<file path="src/rtl/ftb_pkg.sv">
`timescale 1ns/1ps
package ftb_pkg;
  localparam int unsigned FRAC_W = 12;
  localparam int unsigned DATA_W = 32;
  localparam int unsigned CNT_W  = 2 * DATA_W;
  localparam int unsigned ADDR_W = 8;
  localparam int unsigned NREG   = 2;

  localparam logic [ADDR_W-1:0] OFS_CNT_LO = 8'h00;
  localparam logic [ADDR_W-1:0] OFS_CNT_HI = 8'h04;
  localparam logic [ADDR_W-1:0] OFS_NUM    = 8'h10;
  localparam logic [ADDR_W-1:0] OFS_DEN    = 8'h14;

  typedef struct packed {
    logic [FRAC_W-1:0] acc;
    logic              tick;
  } step_t;

  // One reference-clock step of the rational accumulator.
  function automatic step_t frac_step(input logic [FRAC_W-1:0] acc,
                                      input logic [FRAC_W-1:0] num,
                                      input logic [FRAC_W-1:0] den);
    logic [FRAC_W:0] sum;
    logic [FRAC_W:0] rem;
    step_t r;
    sum    = {1'b0, acc} + {1'b0, num};
    rem    = sum - {1'b0, den};
    r.acc  = acc;
    r.tick = 1'b0;
    if (den != '0) begin
      if (sum >= {1'b0, den}) begin
        r.tick = 1'b1;
        r.acc  = (rem >= {1'b0, den}) ? '0 : rem[FRAC_W-1:0];
      end else begin
        r.acc  = sum[FRAC_W-1:0];
      end
    end
    return r;
  endfunction
endpackage

</file>
<file path="src/rtl/ftb_regs.sv">
`timescale 1ns/1ps
module ftb_regs
  import ftb_pkg::*;
#(
  parameter logic [DATA_W-1:0] RST_NUM = 32'd4,
  parameter logic [DATA_W-1:0] RST_DEN = 32'd25
) (
  input  logic              clk,
  input  logic              rst_n,
  input  logic              wr_en,
  input  logic [ADDR_W-1:0] addr,
  input  logic [DATA_W-1:0] wdata,
  output logic [DATA_W-1:0] num_word,
  output logic [DATA_W-1:0] den_word
);
  logic [DATA_W-1:0] word_q [NREG];

  for (genvar i = 0; i < NREG; i++) begin : g_cfg
    localparam logic [ADDR_W-1:0] OFS = (i == 0) ? OFS_NUM : OFS_DEN;
    localparam logic [DATA_W-1:0] RST = (i == 0) ? RST_NUM : RST_DEN;
    always_ff @(posedge clk) begin
      if (!rst_n)                      word_q[i] <= RST;
      else if (wr_en && (addr == OFS)) word_q[i] <= wdata;
    end
  end

  assign num_word = word_q[0];
  assign den_word = word_q[1];
endmodule

</file>
<file path="src/rtl/ftb_accum.sv">
`timescale 1ns/1ps
module ftb_accum
  import ftb_pkg::*;
(
  input  logic              clk,
  input  logic              rst_n,
  input  logic [FRAC_W-1:0] num,
  input  logic [FRAC_W-1:0] den,
  output logic [FRAC_W-1:0] acc_o,
  output logic              tick_o
);
  logic [FRAC_W-1:0] acc_q;
  step_t             nxt;

  always_comb nxt = frac_step(acc_q, num, den);

  always_ff @(posedge clk) begin
    if (!rst_n) acc_q <= '0;
    else        acc_q <= nxt.acc;
  end

  assign acc_o  = acc_q;
  assign tick_o = nxt.tick;
endmodule

</file>
<file path="src/rtl/ftb_count.sv">
`timescale 1ns/1ps
module ftb_count
  import ftb_pkg::*;
(
  input  logic              clk,
  input  logic              rst_n,
  input  logic              tick,
  input  logic              lo_read,
  output logic [CNT_W-1:0]  count_o,
  output logic [DATA_W-1:0] hi_shadow_o
);
  logic [CNT_W-1:0]  count_q;
  logic [DATA_W-1:0] hi_q;

  always_ff @(posedge clk) begin
    if (!rst_n) begin
      count_q <= '0;
      hi_q    <= '0;
    end else begin
      count_q <= count_q + CNT_W'(tick);
      if (lo_read) hi_q <= count_q[CNT_W-1:DATA_W];
    end
  end

  assign count_o     = count_q;
  assign hi_shadow_o = hi_q;
endmodule

</file>
<file path="src/rtl/ftb_top.sv">
`timescale 1ns/1ps
module ftb_top
  import ftb_pkg::*;
#(
  parameter logic [DATA_W-1:0] RST_NUM = 32'd4,
  parameter logic [DATA_W-1:0] RST_DEN = 32'd25
) (
  input  logic              clk,
  input  logic              rst_n,
  input  logic              wr_en,
  input  logic              rd_en,
  input  logic [ADDR_W-1:0] addr,
  input  logic [DATA_W-1:0] wdata,
  output logic [DATA_W-1:0] rdata,
  output logic [CNT_W-1:0]  count_o
);
  logic [DATA_W-1:0] num_word, den_word, hi_shadow, rd_mux, rdata_q;
  logic [FRAC_W-1:0] num_frac, den_frac, acc;
  logic              tick, lo_read;

  ftb_regs #(.RST_NUM(RST_NUM), .RST_DEN(RST_DEN)) u_regs (
    .clk(clk), .rst_n(rst_n), .wr_en(wr_en), .addr(addr), .wdata(wdata),
    .num_word(num_word), .den_word(den_word)
  );

  assign num_frac = num_word[FRAC_W-1:0];
  assign den_frac = den_word[FRAC_W-1:0];

  ftb_accum u_accum (
    .clk(clk), .rst_n(rst_n), .num(num_frac), .den(den_frac),
    .acc_o(acc), .tick_o(tick)
  );

  assign lo_read = rd_en && (addr == OFS_CNT_LO);

  ftb_count u_count (
    .clk(clk), .rst_n(rst_n), .tick(tick), .lo_read(lo_read),
    .count_o(count_o), .hi_shadow_o(hi_shadow)
  );

  always_comb begin
    case (addr)
      OFS_CNT_LO: rd_mux = count_o[DATA_W-1:0];
      OFS_CNT_HI: rd_mux = hi_shadow;
      OFS_NUM:    rd_mux = num_word;
      OFS_DEN:    rd_mux = den_word;
      default:    rd_mux = '0;
    endcase
  end

  always_ff @(posedge clk) begin
    if (!rst_n)     rdata_q <= '0;
    else if (rd_en) rdata_q <= rd_mux;
  end

  assign rdata = rdata_q;
endmodule

</file>
<file path="config.mk">
export PLATFORM = sky130hd
export DESIGN_NAME = ftb_top
export DESIGN_NICKNAME = d
export VERILOG_FILES = /design/src/rtl/ftb_pkg.sv /design/src/rtl/ftb_regs.sv /design/src/rtl/ftb_accum.sv /design/src/rtl/ftb_count.sv /design/src/rtl/ftb_top.sv
export SDC_FILE = /design/constraint.sdc
export NUM_CORES = 1
export LEC_CHECK = 0
export ABC_AREA = 0
export BUFFER_PORTS_ARGS = -buffer_cell sky130_fd_sc_hd__buf_2
export CORE_MARGIN = 1.5
export CORE_UTILIZATION = 41
export CTS_CLUSTER_SIZE = 16
export DETAILED_ROUTE_END_ITERATION = 6
export SLEW_MARGIN = 20
export SYNTH_ARGS = -nofsm -noshare
export SYNTH_HDL_FRONTEND = slang
export SYNTH_SLANG_ARGS = --single-unit
</file>
<file path="constraint.sdc">
create_clock -name clk -period 8.5 [get_ports clk]
set_input_delay 0.85 -clock clk [delete_from_list [all_inputs] [get_ports clk]]
set_output_delay 0.85 -clock clk [all_outputs]
set_load 0.02 [all_outputs]
</file>
# After elaboration in Yosys (flattened, before gate mapping)
# Memories as Yosys holds them, arrays and structs flattened.
# Index checks and enable logic that the tools add are counted.
op_classes:
  eq_ne: 3
  n_lt_le_gt_ge: 2
  reduce_logical: 5
  n_mux: 14
  add_sub_neg: 3
  bitwise: 2
ops:
  columns: ["op", "count"]
  rows:
  - ["32-bit case mux with 4 select lines", 1]
  - ["64-bit by 1-bit adder with 64-bit output", 1]
  - ["32-bit two-way mux", 2]
  - ["13-bit by 12-bit greater-or-equal comparator with 1-bit output", 2]
  - ["12-bit two-way mux", 2]
  - ["8-bit by 5-bit == test with 1-bit output (second input constant)", 2]
  - ["12-bit by 12-bit adder with 13-bit output", 1]
  - ["13-bit by 12-bit subtractor with 13-bit output", 1]
  - ["12-bit nonzero test", 1]
  - ["1-bit two-way mux", 9]
  - ["8-bit by 3-bit == test with 1-bit output (second input constant)", 1]
  - ["8-bit zero test", 1]
  - ["1-bit logical AND", 3]
  - ["1-bit bitwise OR", 2]
word_totals:
  output_inout_bits: 96
  in_bits: 44
  reg_bits: 140
  n_memories: 1
  elab_cells: 34
  ram_bits: 64
memory_table:
  columns: ["name", "words", "word_bits", "rd", "rd_clocked_by_memory_dff", "write_ports", "line", "rtl"]
  rows:
  - ["u_regs.word_q", 2, 32, 2, 0, 2, "ftb_regs.sv:16", "logic [DATA_W-1:0] word_q [NREG];"]

# Logic depth before layout (Yosys ltp)
depth:
  depth_word: 6
  depth_mapped: 25
  mapped_depth_nobuf: 24

# By module
# A second synthesis with hierarchy kept.
hier_totals:
  cells_unflattened: 1067
  area_unflattened_um2: 11000.6
by_module_without_submodules:
  columns: ["module", "seq_area_each_um2", "instances", "area_per_inst_um2", "cells_each"]
  rows:
  - ["ftb_count", 1921.8, 1, 4217.8, 466]
  - ["ftb_regs", 1921.8, 1, 2647.5, 199]
  - ["ftb_top", 640.6, 1, 2137.0, 156]
  - ["ftb_accum", 240.2, 1, 1998.2, 246]

# Worst setup path after synthesis
# Ideal clock, no wire load.
synth_path:
  kind: "reg-to-reg"
  start: "mem u_regs.word_q[0][0]"
  end: "reg u_count.count_q[52] (netlist: u_count.count_o[52])"
  stages_incl_launch_ff: 26
  path_buffers: 1
  t_required_ns: 8.385
  synth_period_minus_slack_ns: 4.779
  setup_time_ns: 0.115
  path_slack_ns: 3.721
  t_arrival_ns: 4.664
  path_cell_list: "edfxtp_1 ha_1 inv_1 fa_1 nand2b_1 a21oi_1 or3_1 a21oi_1 xnor2_1 ha_1 a21oi_1 o21ai_0 or3_1 o211a_1 nor3b_1 clkbuf_1 nor2_1 ha_1 ha_1 nand2_1 or3_1 nor2_2 and3_1 nand4_1 xnor2_1 and2_1"
synth_rtl:
  columns: ["element", "line", "rtl"]
  rows:
  - ["from (decl)", "ftb_regs.sv:16", null]
  - ["to (signal assigned)", "ftb_count.sv:20", "count_q <= count_q + CNT_W'(tick);"]
  - ["to (decl)", "ftb_count.sv:12", "logic [CNT_W-1:0] count_q;"]

==> summary.txt <==
Clock network
  • Post-CTS Setup Inserts: 0
  • Hold-fix buffers, CTS: 0
  • Cts repair resizes: 0
  • Num Clock Sinks: 204
  • CTS buffer count: 24
  • Max clock buf depth: 3
  • Root Driver: clkbuf_16
  • Clock slew at reported path FFs: 60 ps
  • Worst skew pair latency: 540 ps
  • H-tree level count: 1
  • CTS tree: built

Min path
  • Worst hold endpoint: u_count.hi_shadow_o[23]$_SDFFE_PN0P_
  • Min-Delay Path Depth: 2
  • Min-delay src: u_count.hi_shadow_o[23]$_SDFFE_PN0P_
  • Worst hold-check path type: reg2reg

STA
  • Crit path time final: 5130 ps
  • Max transition margin: 29.6%
  • Fmax: 195 MHz
  • Setup ws final: 3370 ps
  • Worst hold slack: 453 ps
  • Slew at the pin with the worst max-slew slack: 1050 ps
  • Final critical-path share of the clock period: 60.4%
  • Final Max Tran Viols: 0
  • Final clock skew: 16.9 ps
  • Final Hold Fails: 0
  • Setup violators final: 0
  • RSZ-0062 raised after global routing: false
  • Sum of negative setup slack: 0 ps

Route
  • DRT Pass-1 Iters: 5
  • Post-route ant nets: 0
  • Avg WL per Cell: 19.8 µm
  • Starting DRT DRC Count: 566
  • Routed WL: 30.3 mm
  • Post-DR vias/cell: 5.44
  • Vias post-DR: 8341
  • DR DRC count: 0

Layout
  • Share of post-route cells with drive strength above 1: 17.4%
  • Area Growth Syn to Fin: 17.8%
  • Final net count: 1274
  • Finished Layout Cells: 1534
  • Post-layout utilization of the core: 49.1%
  • Design area: 11900 µm²

Placed design
  • GPL Wtd Cong: 0.906
  • Pre-CTS setup slack: 3390 ps
  • DP HPWL: 20.7 mm
  • Placed Area: 11100 µm²
  • IO buf count: 139
  • Placed cell count: 1488

Setup path
  • Worst setup path category: reg2reg
  • Req. time, crit path: 8930 ps
  • Worst reg2reg startpoint: u_regs.word_q[0][1]$_SDFFCE_PN0P_
  • Worst EP arrival: 5560 ps
  • Crit end category: register
  • CP Max Fanout: 6
  • Setup crit start kind: register
  • Reg2reg end: u_count.count_o[52]$_SDFF_PN0_
  • FF-to-FF path depth: 21
  • Reg2reg setup slack: 3370 ps

Floorplanning
  • Die height: 160 µm
  • Die width: 160 µm
  • Core ar.: 24200 µm²
  • Num rows: 57
  • Ports: 140
  • Starting Density: 41.7%
  • Die Area: 25500 µm²

Power
  • Power Dens Cells: 247 nW/µm²
  • Overall Power: 2.93 mW
  • Lkg Pwr: 4.73 nW
  • Peak VDD IR: 0.157 mV

Logic synthesis
  • Post-synth EDFFs: 64
  • Netlist cell types: 55
  • #FFs+latches synth: 204
  • Netlist Area Pre-Place: 10100 µm²
  • Sequential share of the synthesized area: 46.9%
  • Synthesized Nets: 1154
  • Predominant post-synthesis flop cell: dfxtp_1
  • Ys Warns: 0
  • FFs w/ async S/R, synth: 0%
  • Avg Cell Area, Syn: 9.41 µm²
  • Post-Synthesis Cells: 1070

Global route
  • Initial antenna violation count: 1
  • Largest net degree at the start of global routing: 82
  • Total Routing Usage GR: 23.3%
  • First-pass GRT wire length: 46.1 mm
  • Vias in the first global route: 7950
  • Grt ovf: 0

Flow run
  • Max capacitance violation total: 0

Run status
  • Status: finished, final reports clean
[per-layer routing]
metal / part of all wire [%] / global-route usage, % / up-vias
li1: - / - / 4011
met1: 44 / 30.7 / 4042
met2: 48 / 39.9 / 250
met3: 5.9 / 4.05 / 38
met4: 2.1 / 5.57 / 0
met5: 0 / 0 / -
[synth_stat cells, drive strengths merged (9+ instances only)]
master	count	area, µm²
clkbuf	49	184
and2	71	449
a211oi	18	135
ha	38	475
a22oi	18	135
and3	9	56.3
a21oi	77	385
nor2b	18	113
o21ai	43	215
or3	17	106
inv	25	93.8
nand3	41	205
mux4	15	342
nand2	119	447
nand4	16	100
dfxtp	140	2800
xor2	43	377
xnor2	30	263
edfxtp	64	1920
nor2	119	449
mux2i	17	170
nor3	12	65.1
[cells in the final DEF, fill, tap and decap left out, types with 3 or more instances in the layout]
cell / netlist / layout
nand4_1: 16 / 16
nor2_1: 118 / 116
nor4_1: 5 / 5
buf_2: 3 / 139
clkbuf_1: 49 / 7
a21o_1: 8 / 8
and4_1: 6 / 6
a221oi_1: 8 / 8
a211oi_1: 18 / 18
clkinv_2: 0 / 4
xor2_1: 43 / 43
o21a_1: 5 / 5
edfxtp_1: 64 / 64
xnor2_1: 30 / 30
bufinv_16: 0 / 3
or3_1: 17 / 17
and2_1: 68 / 68
inv_1: 25 / 24
ha_1: 38 / 38
nor3_1: 11 / 11
o211a_1: 3 / 3
a21oi_1: 77 / 77
a22oi_1: 18 / 18
a31oi_1: 4 / 4
buf_4: 0 / 11
and3_1: 9 / 9
nand2_1: 119 / 119
mux2i_1: 17 / 17
dfxtp_1: 140 / 140
nand3_1: 41 / 41
mux4_2: 14 / 14
nor2b_1: 18 / 18
clkbuf_16: 0 / 24
clkinv_1: 0 / 4
o21ai_0: 43 / 43
[cells by family (layout without fill, tap and decap cells)]
kind of cell / count (synthesis) / in the layout / share of synthesized area, %
XOR/XNOR: 73 / 73 / 6.35
other: 0 / 2 / 0
buffers and inverters: 81 / 219 / 3.06
flip-flops: 204 / 204 / 46.9
adder cells (fa/ha/maj): 40 / 40 / 5.12
multiplexers: 32 / 32 / 5.08
AND/OR/NAND/NOR: 446 / 446 / 21.8
AO/OA/AOI/OAI: 194 / 194 / 11.7
[how the worst max path moves through the flow]
stage                                      start                              to  slack [ps]  cells after the start
3_3_place_gp   u_regs.word_q[0][1]$_SDFFCE_PN0P_  u_count.count_o[52]$_SDFF_PN0_        3570                     21
5_1_grt        u_regs.word_q[0][1]$_SDFFCE_PN0P_  u_count.count_o[58]$_SDFF_PN0_        3010                     20
6_report       u_regs.word_q[0][1]$_SDFFCE_PN0P_  u_count.count_o[52]$_SDFF_PN0_        3370                     21
3_5_place_dp   u_regs.word_q[0][1]$_SDFFCE_PN0P_  u_count.count_o[58]$_SDFF_PN0_        3390                     20
2_1_floorplan  u_regs.word_q[0][0]$_SDFFCE_PN0P_  u_count.count_o[52]$_SDFF_PN0_        3720                     25
4_1_cts        u_regs.word_q[0][1]$_SDFFCE_PN0P_  u_count.count_o[58]$_SDFF_PN0_        3360                     20
[state kept, by name (all words and copies together) (netlist names)]
signal,count
u_accum.acc_o,12
u_count.count_o,64
u_regs.word_q,64
u_count.hi_shadow_o,32
rdata,32
[report_power, final]
part,internal (mW),leakage [nW],switching (mW)
sequential,1.05,1.74,0.0277
clock,0.623,0.387,0.422
combinational,0.343,2.60,0.466
[cell type report]
class | count | area, µm²
Clock inverter | 12 | 155
Sequential cell | 204 | 4720
Multi-Input combinational cell | 785 | 5060
Inverter | 25 | 96.3
Antenna cell | 2 | 5.00
Clock buffer | 32 | 641
Timing Repair Buffer | 150 | 778
Tap cell | 324 | 405
Fill cell | 2315 | 12300
[worst max-delay path, stage by stage, from the launching register on]
cell	delay, ps
edfxtp_1	410
ha_1	310
a21oi_1	190
o211ai_1	160
o41ai_1	560
o21ai_0	240
xor2_1	200
ha_1	360
nand2_1	90
nor2_1	150
a41o_1	220
nor3b_1	70
nor2_1	110
ha_1	220
ha_1	210
nand2_1	110
or3_1	460
nor2_2	300
and3_1	240
nand4_1	120
xnor2_1	140
and2_1	160
(Power assumes the default switching activity.)
